[src/rtl/bist_pkg.sv]
package bist_pkg;

    typedef enum logic [1:0] {
        PH_IDLE = 2'd0,
        PH_RUN  = 2'd1,
        PH_DONE = 2'd2
    } bist_phase_e;

    localparam int unsigned BIST_W_DFLT  = 4;
    localparam int unsigned BIST_CW_DFLT = 8;

endpackage

[src/rtl/bist_pattern_gen.sv]
module bist_pattern_gen #(
    parameter int unsigned W        = 4,
    parameter logic [W-1:0] TAPS    = 4'b1001,
    parameter logic [W-1:0] RST_SEED = 4'b1000
) (
    input  logic         clk,
    input  logic         rst_n,
    input  logic         load_en,
    input  logic [W-1:0] load_val,
    input  logic         step_en,
    output logic [W-1:0] state
);

    typedef struct packed {
        logic [W-1:0] st;
    } gen_t;

    gen_t gen_d, gen_q;
    logic fb;

    always_comb begin
        gen_d = gen_q;
        fb    = ^(gen_q.st & TAPS);
        if (load_en) begin
            // an all-zero word would lock the register: substitute the default seed
            gen_d.st = (load_val == '0) ? RST_SEED : load_val;
        end else if (step_en) begin
            gen_d.st = {fb, gen_q.st[W-1:1]};
        end
    end

    always_ff @(posedge clk or negedge rst_n) begin
        if (!rst_n) begin
            gen_q.st <= RST_SEED;
        end else begin
            gen_q <= gen_d;
        end
    end

    assign state = gen_q.st;

endmodule

[src/rtl/bist_sig_comp.sv]
module bist_sig_comp #(
    parameter int unsigned W     = 4,
    parameter logic [W-1:0] TAPS = 4'b1001
) (
    input  logic         clk,
    input  logic         rst_n,
    input  logic         clear_en,
    input  logic         step_en,
    input  logic [W-1:0] din,
    output logic [W-1:0] sig
);

    typedef struct packed {
        logic [W-1:0] acc;
    } comp_t;

    comp_t comp_d, comp_q;
    logic [W-1:0] shifted;

    always_comb begin
        comp_d  = comp_q;
        shifted = {^(comp_q.acc & TAPS), comp_q.acc[W-1:1]};
        if (clear_en) begin
            comp_d.acc = '0;
        end else if (step_en) begin
            comp_d.acc = shifted ^ din;
        end
    end

    always_ff @(posedge clk or negedge rst_n) begin
        if (!rst_n) begin
            comp_q.acc <= '0;
        end else begin
            comp_q <= comp_d;
        end
    end

    assign sig = comp_q.acc;

endmodule

[src/rtl/bist_run_ctrl.sv]
module bist_run_ctrl
    import bist_pkg::*;
#(
    parameter int unsigned W  = 4,
    parameter int unsigned CW = 8
) (
    input  logic          clk,
    input  logic          rst_n,
    input  logic          start,
    input  logic          seed_load,
    input  logic [CW-1:0] count,
    input  logic [W-1:0]  golden,
    input  logic [W-1:0]  sig,
    output logic          load_en,
    output logic          clear_en,
    output logic          step_en,
    output logic          busy,
    output logic          done,
    output logic          pass
);

    typedef struct packed {
        bist_phase_e  phase;
        logic [CW-1:0] remain;
        logic [W-1:0]  gold;
    } ctrl_t;

    ctrl_t ctrl_d, ctrl_q;
    logic  running;
    logic  accept_start;

    always_comb begin
        running      = (ctrl_q.phase == PH_RUN);
        accept_start = start && !running;
        ctrl_d       = ctrl_q;

        if (accept_start) begin
            ctrl_d.gold   = golden;
            ctrl_d.remain = count;
            ctrl_d.phase  = (count == '0) ? PH_DONE : PH_RUN;
        end else if (running) begin
            ctrl_d.remain = ctrl_q.remain - CW'(1);
            if (ctrl_q.remain == CW'(1)) begin
                ctrl_d.phase = PH_DONE;
            end
        end
    end

    always_ff @(posedge clk or negedge rst_n) begin
        if (!rst_n) begin
            ctrl_q.phase  <= PH_IDLE;
            ctrl_q.remain <= '0;
            ctrl_q.gold   <= '0;
        end else begin
            ctrl_q <= ctrl_d;
        end
    end

    assign load_en  = seed_load && !running;
    assign clear_en = accept_start;
    assign step_en  = running;
    assign busy     = running;
    assign done     = (ctrl_q.phase == PH_DONE);
    assign pass     = done && (sig == ctrl_q.gold);

endmodule

[src/rtl/bist_engine.sv]
module bist_engine #(
    parameter int unsigned W         = 4,
    parameter int unsigned CW        = 8,
    parameter logic [W-1:0] TAPS     = 4'b1001,
    parameter logic [W-1:0] RST_SEED = 4'b1000
) (
    input  logic          clk,
    input  logic          rst_n,
    input  logic          seed_load,
    input  logic [W-1:0]  seed_in,
    input  logic          start,
    input  logic [CW-1:0] cycle_count,
    input  logic [W-1:0]  golden,
    input  logic [W-1:0]  response,
    output logic [W-1:0]  pattern,
    output logic [W-1:0]  signature,
    output logic          busy,
    output logic          done,
    output logic          pass
);

    logic load_en;
    logic clear_en;
    logic step_en;

    bist_run_ctrl #(.W(W), .CW(CW)) u_ctrl (
        .clk       (clk),
        .rst_n     (rst_n),
        .start     (start),
        .seed_load (seed_load),
        .count     (cycle_count),
        .golden    (golden),
        .sig       (signature),
        .load_en   (load_en),
        .clear_en  (clear_en),
        .step_en   (step_en),
        .busy      (busy),
        .done      (done),
        .pass      (pass)
    );

    bist_pattern_gen #(.W(W), .TAPS(TAPS), .RST_SEED(RST_SEED)) u_gen (
        .clk      (clk),
        .rst_n    (rst_n),
        .load_en  (load_en),
        .load_val (seed_in),
        .step_en  (step_en),
        .state    (pattern)
    );

    bist_sig_comp #(.W(W), .TAPS(TAPS)) u_comp (
        .clk      (clk),
        .rst_n    (rst_n),
        .clear_en (clear_en),
        .step_en  (step_en),
        .din      (response),
        .sig      (signature)
    );

endmodule

[config.mk]
export PLATFORM = sky130hd
export DESIGN_NAME = bist_engine
export DESIGN_NICKNAME = d
export VERILOG_FILES = /design/src/rtl/bist_pkg.sv /design/src/rtl/bist_pattern_gen.sv /design/src/rtl/bist_sig_comp.sv /design/src/rtl/bist_run_ctrl.sv /design/src/rtl/bist_engine.sv
export SDC_FILE = /design/constraint.sdc
export NUM_CORES = 1
export LEC_CHECK = 0
export BUFFER_PORTS_ARGS = -buffer_cell sky130_fd_sc_hd__buf_2
export CORE_MARGIN = 2
export CORE_UTILIZATION = 37
export CTS_CLUSTER_DIAMETER = 60
export CTS_CLUSTER_SIZE = 28
export DETAILED_ROUTE_END_ITERATION = 8
export PLACE_DENSITY = 0.59
export SKIP_LAST_GASP = 1
export SLEW_MARGIN = 20
export SYNTH_ARGS = -nofsm -noshare
export SYNTH_HDL_FRONTEND = slang
export SYNTH_SLANG_ARGS = --single-unit
[constraint.sdc]
create_clock -name clk -period 3.2 [get_ports clk]
set_clock_uncertainty 0.15 [all_clocks]
set_input_delay 0.32 -clock clk [delete_from_list [all_inputs] [get_ports clk]]
set_output_delay 0.32 -clock clk [all_outputs]
set_load 0.03 [all_outputs]
==> metrics.txt, run 1 <==
pin slew with the least headroom to its limit 514 ps; Slew HR 65.4%; crit path time final 2290 ps; largest net degree at the start of global routing 23; final setup violation count 0; WL/cell 13.0 um; routed wire length 2.70 mm; Layout Utilization 47.5%; Finished Cell Area 0.00145 sq mm; synthesized flop and latch total 22; core area 0.00305 sq mm; Die Span Y 60.5 um; first-pass GRT wire length 4.42 mm; via count 1020; crit path capture busy; RR Startpoint u_ctrl.ctrl_q[13]; RePlAce Congestion 0.783; status finished, final reports clean; VDD IR-drop max 0.380 mV; Starting DRT DRC Count 41; Synth Warn # 0; maxcap violations 0; r2r setup slk 1140 ps; gr ovfl total 0; post-synthesis adder-cell area fraction 2.12%; Worst R2R End u_ctrl.ctrl_q[9]; Worst setup EP type output port; Reg2Reg Depth 6; Nets 191; CP Max Fanout 17; final hold violation count 0; Seq/Total Area, Yosys 46.8%; non-filler cells, final 208; Worst Path Arrival 1820 ps; # rows 20; crit path from u_ctrl.ctrl_q[13]; 1st-pass router iterations 4; largest family of logic cells by synthesized area simple AND/OR/NAND/NOR gates; mapped cell area 0.00118 sq mm; clock latency on the worst-skew pair 320 ps; Mapped Nets 156; number of global-route vias before repair 954; RSZ-0062 raised after global routing false; TritonCTS Buffers 3; Post-DP Area 0.00139 sq mm; Worst Setup Start Kind flop; Max Buffers Root-to-Sink 2; LEAKAGE 0.682 nW; most frequent cells in the layout 34 x buf_2, 24 x nand2_1, 21 x dfrtp_1; maximum clock frequency 437 MHz; Via density 4.90; # clock sinks 22; detailed-placement wirelength estimate 2.06 mm; CTS tree done; Synth Instances 130; CP required 2730 ps; I/O Buffers 34; multiplexer share of the synthesized area 2.55%; Syn Area/Cell 9.08 sq um; final worst-path cycle share 71.6%; clk slew on worst S/H paths 120 ps; gr usage total 16.4%; Routed Antenna Nets 0; number of distinct library cells after synthesis 33; Placed Cells 203; XOR/XNOR share of the synthesized area 5.94%; leading cell type in the layout, fill and taps excluded buf_2; Die W 60.5 um; simple-gate share of the synthesized area 25.1%; H-tree levels 1; Fin Hold WS 40.6 ps; pwr dens 980 mW/mm^2; CTS root buffer clkbuf_4; layout cells sized above 1 26.8%; I/O pin count 35; Slew Viols, Final 0; Crit Path Category reg -> out; compound-cell area share of the yosys netlist 14.3%; worst setup margin 909 ps; antenna cell count 0; Starting Density 38.6%; antenna violations before repair 0; Total Power 1.42 mW; Setup WS pre-CTS 1160 ps; die area 0.00366 sq mm; Area Overhead vs Synth 22.8%; Setup Total Neg Slack 0 ps; HP Class in -> reg; CTS resizes 0; post-route DRC violation count 0
-- per-layer routing --
metal,up-vias,share of wire [%],GRT usage (%)
li1,521,-,-
met1,475,48,21.1
met2,20,47,28.1
met3,4,3.4,2.56
met4,0,1.1,5.59
met5,-,0,0
-- logic make-up after synthesis --
logic type                 count (synthesis)
and+or+nand+nor                           59
AOI/OAI and AO/OA                         27
DFF                                       22
buffers and inverters                      9
xor gates and xnor gates                   8
muxes                                      3
adders and majority gates                  2
-- Yosys cell counts --
cell	count	area share, %
nand2_1	24	7.6
o221a_2	1	0.95
or4_4	1	0.95
mux2i_1	3	2.5
dfstp_2	1	2.2
buf_1	1	0.32
or2_0	1	0.53
nor4b_1	1	0.74
inv_1	3	0.95
nand2b_1	1	0.53
a311oi_1	1	0.74
dfrtp_1	21	45
o21ai_0	14	5.9
and2_1	3	1.6
nor2b_1	1	0.53
and3_1	1	0.53
o211ai_1	2	1.3
nand3b_1	3	1.9
buf_2	3	1.3
a21oi_1	3	1.3
xnor2_1	4	3.0
nor2_1	9	2.9
ha_1	2	2.1
a221o_1	1	0.85
nand2b_4	1	1.2
nor3_1	4	1.7
xor2_1	4	3.0
clkbuf_1	2	0.64
nand3_1	3	1.3
or3_1	1	0.53
nor4_1	5	2.7
a31o_2	1	0.74
a211oi_1	4	2.5
-- sequential cells by signal (all words and copies together), names as in the netlist --
name and cells:
u_comp.sig 4, u_ctrl.ctrl_q 14, u_gen.state 4
-- critical path, stage by stage, from the launching register on --
cell and delay [ps]:
dfrtp_1 400, nand2b_1 260, buf_4 230, inv_1 330, buf_2 280
-- power by group --
part	switching, mW	internal [mW]
clock network	0.0899	0.127
logic	0.414	0.249
registers	0.126	0.415
total	0.630	0.791
-- final cells by class --
class | instances | area (sq um)
fillers | 325 | 1600
multi-input cells | 99 | 591
flip-flops and latches | 22 | 552
repair buffers | 36 | 188
well taps | 44 | 55.1
clock inverters | 1 | 30.0
clock buffers | 3 | 22.5
inverters | 3 | 11.3
-- how the worst min path moves through the flow --
stage                     startpoint               end  slack (ps)  depth (start not counted)
after floorplan                rst_n     u_comp.sig[0]        -130                          0
after global placement         rst_n  u_ctrl.ctrl_q[5]         160                          1
after detailed placement       rst_n  u_ctrl.ctrl_q[5]         160                          1
after CTS                  golden[0]  u_ctrl.ctrl_q[0]          30                          3
after global routing       golden[0]  u_ctrl.ctrl_q[0]          40                          3
final                      golden[0]  u_ctrl.ctrl_q[0]          40                          3
-- what timing repair did --
item / CTS / global route
hold buffers: 1 / 0
buffers inserted: 0 / 0
endpoints found under the hold margin: 21 / 0
No activity file was read; power rests on OpenSTA's default activity.
==> inputs of run 2 (changes only) <==
Settings changed: PLACE_DENSITY 0.59 to 0.62.
Clock period 3.2 ns to 2.1 ns, I/O delays scaled along.
==> run 2 against run 1 <==
Against the previous run: the flow now finishes with violations (hold timing); hold slack got worse by 44 ps; register-to-register slack worse by 860 ps; non-clock buffer count increased by 6; cell area up 2.8%; critical path depth decreased by 1; sequential share of layout area is 1.0 points lower; utilization up 1.3 points; count of clock-buffer cells in the layout grew 1; critical path type unchanged; largest power group unchanged.
==> metrics.txt, run 2 (same netlist as run 1, synthesis figures left out) <==
clock latency on the worst-skew pair 310 ps (about the same); Via density 5.09 (+3.9%); final hold violation count 1 (+1); Die W 60.5 um (unchanged); Slew HR 67.1% (+1.7 points); first-pass GRT wire length 4.46 mm (+0.95%); Die Span Y 60.5 um (unchanged); worst-path cell chain nand2b_1 -> inv_1 -> buf_2; Slowest Stage Delay on Critical Path 410 ps (about the same); CTS root buffer clkbuf_4; Worst Path Arrival 1560 ps (-260 ps); antenna violations before repair 0 (unchanged); CP Max Fanout 17 (unchanged); Worst Path Buf+Inv 2 (-1); final worst-path cycle share 91.5%; LEAKAGE 0.695 nW (+1.8%); RSZ-0062 raised after global routing false; routed wire length 2.64 mm (-2.4%); cell family contributing the most delay on the critical path buffers and inverters; I/O Buffers 34 (unchanged); clock power share 9.9% (-5.3 points); # rows 20 (unchanged); Int Pwr 1.10 mW (+39%); largest net degree at the start of global routing 23 (unchanged); Nets 197 (+3.1%); gr usage total 16.3% (-0.053 points); failing checks hold timing; Worst setup EP type output port; NetSw 0.965 mW (+53%); Starting Density 38.6% (unchanged); # clock sinks 22 (unchanged); VDD IR-drop max 0.546 mV (+44%); Area Overhead vs Synth 26.2%; most frequent cells in the layout 34 x buf_2, 24 x nand2_1, 21 x dfrtp_1; maxcap violations 0 (unchanged); Setup WS pre-CTS 289 ps (-867 ps); layout cells sized above 1 25.9% (-0.95 points); Sw Share 46.8% (+2.5 points); Worst Setup Start Kind flop; non-filler cells, final 214 (+2.9%); die area 0.00366 sq mm (unchanged); H-tree levels 1 (unchanged); maximum clock frequency 520 MHz; Fin Hold WS -3.88 ps (-44.5 ps); Largest Register u_ctrl.ctrl_q; via count 1090 (+6.9%); Routed Antenna Nets 0 (unchanged); core area 0.00305 sq mm (unchanged); Placed Cells 203 (unchanged); WL/cell 12.3 um (-5.2%); I/O pin count 35 (unchanged); Filler Cells Inserted 317 (-2.5%); Slew Viols, Final 0 (unchanged); HP Class in -> reg; CTS tree done; final setup violation count 0 (unchanged); Max Buffers Root-to-Sink 2 (unchanged); Setup Total Neg Slack 0 ps (unchanged); Reg power frac 40.1% (+2.0 points); status finished, violations left; worst setup margin 179 ps (-731 ps); RePlAce Congestion 0.872 (+11%); 1st-pass router iterations 4 (unchanged); number of global-route vias before repair 991 (+3.9%); setup repair bufs after CTS 0 (unchanged); gr ovfl total 0 (unchanged); Crit Path Category reg -> out; max reg flops 14 (unchanged); leading cell type in the layout, fill and taps excluded buf_2; pin slew with the least headroom to its limit 489 ps (-24.9 ps); Starting DRT DRC Count 34 (-17%); Layout Utilization 48.8% (+1.3 points); CP required 1740 ps (-990 ps); clk slew on worst S/H paths 120 ps (about the same); Comb pwr share 50.0% (+3.3 points); TritonCTS Buffers 3 (unchanged); pwr dens 1390 mW/mm^2 (+41%); post-route DRC violation count 0 (unchanged); antenna cell count 0 (unchanged); Crit-path slowest cell dfrtp_1; detailed-placement wirelength estimate 1.95 mm (-5.5%); crit path time final 1920 ps
-- run 2: cell count changes in the layout (fill, tap and decap cells not counted), sizes merged --
cell	change
dlygate4sd3	+6
bufinv	-1
clkbuf	+1
-- run 2: path summary, 6_finish.rpt --
path                              startpoint                end  slack [ps]  cells after the start
setup / recovery           u_ctrl.ctrl_q[13]               busy         180                      3
hold / removal                cycle_count[4]   u_ctrl.ctrl_q[8]          -4                      2
setup reg to reg            u_ctrl.ctrl_q[4]  u_ctrl.ctrl_q[10]         280                      6
hold reg to reg             u_ctrl.ctrl_q[2]   u_ctrl.ctrl_q[2]         360                      2
max in group asynchronous              rst_n     u_gen.state[3]        1220                      2
min in group asynchronous              rst_n   u_ctrl.ctrl_q[7]         220                      2
-- run 2: worst register-to-register path, delay by kind of cell (launching register included) --
kind / cells / cell delay, ps
buf+inv: 1 / 90
compound gates: 1 / 120
fa+ha+maj: 1 / 220
flops: 1 / 440
simple gates: 3 / 710
-- run 2: per-stage QoR --
| step | area (sq um) | hold slack [ps] | total power [mW] |
|---|---|---|---|
| detailed placement | 1390 | 61.7 | 1.86 |
| CTS | 1490 | 4.41 | 2.08 |
| global placement | 1390 | 51.5 | 1.84 |
| floorplan | 1190 | -236 | 1.58 |
| finish | 1490 | -3.88 | 2.06 |
| global route | 1490 | 0.480 | 2.25 |
-- run 2: layout make-up --
cell class / instances / area (sq um) / share of cell area, %
timing repair buffer: 42 / 248 / 16.6
clock buffer: 4 / 26.3 / 1.76
inverter: 3 / 11.3 / 0.756
tap: 44 / 55.1 / 3.70
multi-input combinational: 99 / 597 / 40.1
sequential: 22 / 552 / 37.1
-- run 2: power groups by stage --
| stage | Clock, mW | Sequential [mW] | Combinational (mW) |
|---|---|---|---|
| 6_report | 0.204 | 0.828 | 1.03 |
| 5_1_grt | 0.233 | 0.860 | 1.16 |
| 4_1_cts | 0.211 | 0.825 | 1.04 |
| 3_5_place_dp | 0 | 0.831 | 1.03 |
| 3_3_place_gp | 0 | 0.826 | 1.01 |
| 2_1_floorplan | 0 | 0.925 | 0.655 |
-- run 2: repair_timing --
| item | in CTS | in global routing |
|---|---|---|
| hold buffers | 7 | 0 |
| resized for setup | 0 | 0 |
| endpoints found under the hold margin | 27 | 0 |
-- run 2: routing by layer --
layer	global-route usage [%]	vias up	share of wire [%]	routed length, um
met5	0	-	0	0
met4	7.14	0	2.5	65
met3	2.99	9	7.2	190
met2	25.3	43	43	1140
met1	22.4	500	47	1240
li1	-	538	-	-
==> inputs of run 3 (changes only) <==
--- a/config.mk
+++ b/config.mk
@@ -14,5 +14,4 @@
 export PLACE_DENSITY = 0.62
 export SKIP_LAST_GASP = 1
-export SLEW_MARGIN = 20
 export SYNTH_ARGS = -nofsm -noshare
 export SYNTH_HDL_FRONTEND = slang
==> constraint.sdc (replaced) <==
create_clock -name clk -period 2.1 [get_ports clk]
set_clock_uncertainty 0.15 [all_clocks]
set_input_delay 0.315 -clock clk [delete_from_list [all_inputs] [get_ports clk]]
set_output_delay 0.315 -clock clk [all_outputs]
set_load 0.03 [all_outputs]
==> run 3 against run 2 <==
Against the previous run: the run now ends clean; first-iteration DRC count down 2.9%; die area unchanged; cell area down 3.8%; power up 0.44%; non-clock buffer count down 6; critical path type unchanged; largest cell class unchanged.
==> metrics.txt, run 3 (same netlist as run 1, synthesis figures left out) <==
register area 552 sq um (unchanged); RSZ-0062 raised after global routing false; Crit Path Category reg -> out; Slew Viols, Final 0 (unchanged); Via density 5.08 (-0.23%); I/O Buffers 34 (unchanged); final hold violation count 0 (-1); RR Startpoint u_ctrl.ctrl_q[12]; Die Span Y 60.5 um (unchanged); antenna violations before repair 0 (unchanged); clk slew on worst S/H paths 120 ps (about the same); Int Pwr 1.09 mW (-0.45%); area of the multi-input gates 597 sq um (unchanged); status finished, final reports clean; die area 0.00366 sq mm (unchanged); pwr dens 1450 mW/mm^2 (+4.4%); post-route DRC violation count 0 (unchanged); Starting DRT DRC Count 33 (-2.9%); WL/cell 13.1 um (+6.2%); worst-path cell chain nand2b_1 -> clkinvlp_4 -> buf_2; I/O pin count 35 (unchanged); antenna cell count 0 (unchanged); # clock sinks 22 (unchanged); clock latency on the worst-skew pair 300 ps (about the same); Die W 60.5 um (unchanged); via count 1057 (-3.0%); Worst Path Arrival 1500 ps (-60 ps); layout cells sized above 1 27.4% (+1.6 points); detailed-placement wirelength estimate 2.10 mm (+7.7%); Slowest Stage Delay on Critical Path 420 ps (about the same); Starting Density 38.6% (unchanged); LEAKAGE 0.663 nW (-4.6%); Hold Path Origin golden[3]; Setup Total Neg Slack 0 ps (unchanged); Slew HR 65.3% (-1.8 points); gr ovfl total 0 (unchanged); CTS root buffer clkbuf_4; RePlAce Congestion 0.879 (+0.75%); worst setup margin 137 ps (-41.9 ps); Worst setup EP type output port; r2r setup slk 270 ps (about the same); core area 0.00305 sq mm (unchanged); Worst Setup Start Kind flop; leading cell type in the layout, fill and taps excluded buf_2; first-pass GRT wire length 4.46 mm (-0.16%); # rows 20 (unchanged); max reg flops 14 (unchanged); Routed Antenna Nets 0 (unchanged); largest net degree at the start of global routing 23 (unchanged); gr usage total 15.8% (-0.49 points); routed wire length 2.72 mm (+3.2%); CTS tree done; final worst-path cycle share 93.5% (+2.0 points); Area Overhead vs Synth 21.4%; NetSw 0.979 mW (+1.4%); final setup violation count 0 (unchanged); CP Max Fanout 17 (unchanged); Nets 191 (-3.0%); Largest Register u_ctrl.ctrl_q; Sw Share 47.2% (+0.47 points); number of global-route vias before repair 978 (-1.3%); Worst R2R End u_ctrl.ctrl_q[10]; WHS Path Cells 3 (+1); clock power share 9.5% (-0.4 points); Reg power frac 40.5% (+0.4 points); TritonCTS Buffers 3 (unchanged); maxcap violations 0 (unchanged); HP Class in -> reg; Crit-path slowest cell dfrtp_1; Reg2Reg Depth 5 (-1); Max Buffers Root-to-Sink 2 (unchanged); crit path time final 1960 ps (+41.9 ps); Filler Cells Inserted 312 (-1.6%); Setup WS pre-CTS 293 ps (+4.01 ps); H-tree levels 1 (unchanged); Comb pwr share 50.0% (about the same); Hold EP u_ctrl.ctrl_q[3]; 1st-pass router iterations 4 (unchanged); CP required 1630 ps (-110 ps); maximum clock frequency 509 MHz (-2.1%); VDD IR-drop max 0.640 mV (+17%); pin slew with the least headroom to its limit 515 ps (+26.4 ps); most frequent cells in the layout 34 x buf_2, 24 x nand2_1, 21 x dfrtp_1
run 3: cell types whose count changed in the layout (fill, tap and decap cells not counted), sizes merged:
cell / before / now
clkinvlp: 0 / 1
dlygate4sd3: 7 / 1
inv: 3 / 2
run 3: critical path: cells and delay by family (launching register included):
family                 cells  cell delay [ps]
buffers and inverters      2              560
DFF                        1              420
and+or+nand+nor            1              210
run 3: metrics by stage:
step                      power [mW]  utilization, %  cells  hold WS, ps  area (sq um)
after global routing            2.25            46.9    208         25.9          1430
after CTS                       2.07            46.8    208         43.2          1430
after detailed placement        1.87            45.6    203          162          1390
after floorplan                 1.58               -    130         -131          1190
after global placement          1.83            45.6    203          158          1390
final                           2.07            46.9    208         44.8          1430
run 3: repair_timing:
item / CTS / global route
endpoints found under the setup margin: 0 / 1
setup buffers: 0 / 0
gates resized for setup: 0 / 1
hold buffers: 1 / 0
hold endpoints to repair: 21 / 0
run 3: power by group through the flow:
stage                     combinational, mW  clock, mW  sequential [mW]
after detailed placement               1.03          0            0.840
after CTS                              1.03      0.201            0.836
after global routing                   1.16      0.225            0.867
after floorplan                       0.655          0            0.925
final                                  1.04      0.196            0.839
after global placement                 1.00          0            0.828
run 3: worst max-delay path by stage:
stage	startpoint	to	slack [ps]
2_1_floorplan	u_ctrl.ctrl_q[12]	pass	90
3_3_place_gp	u_ctrl.ctrl_q[4]	u_ctrl.ctrl_q[10]	350
3_5_place_dp	u_ctrl.ctrl_q[4]	u_ctrl.ctrl_q[10]	290
4_1_cts	u_ctrl.ctrl_q[13]	busy	90
5_1_grt	u_ctrl.ctrl_q[12]	busy	30
6_report	u_ctrl.ctrl_q[12]	busy	140
run 3: area by class of cell:
class,count,share of cell area (%)
clock buffers,4,1.83
inverters,3,1.05
multi-input cells,99,41.7
flip-flops and latches,22,38.5
well taps,44,3.84
repair buffers,36,13.1
run 3: routing by layer:
metal  share of wire, %  vias up  GRT usage [%]
met2                 46       35           26.4
li1                   -      525              -
met3                5.1        0           2.56
met4                  0        0           2.17
met5                  0        -              0
met1                 49      497           22.4
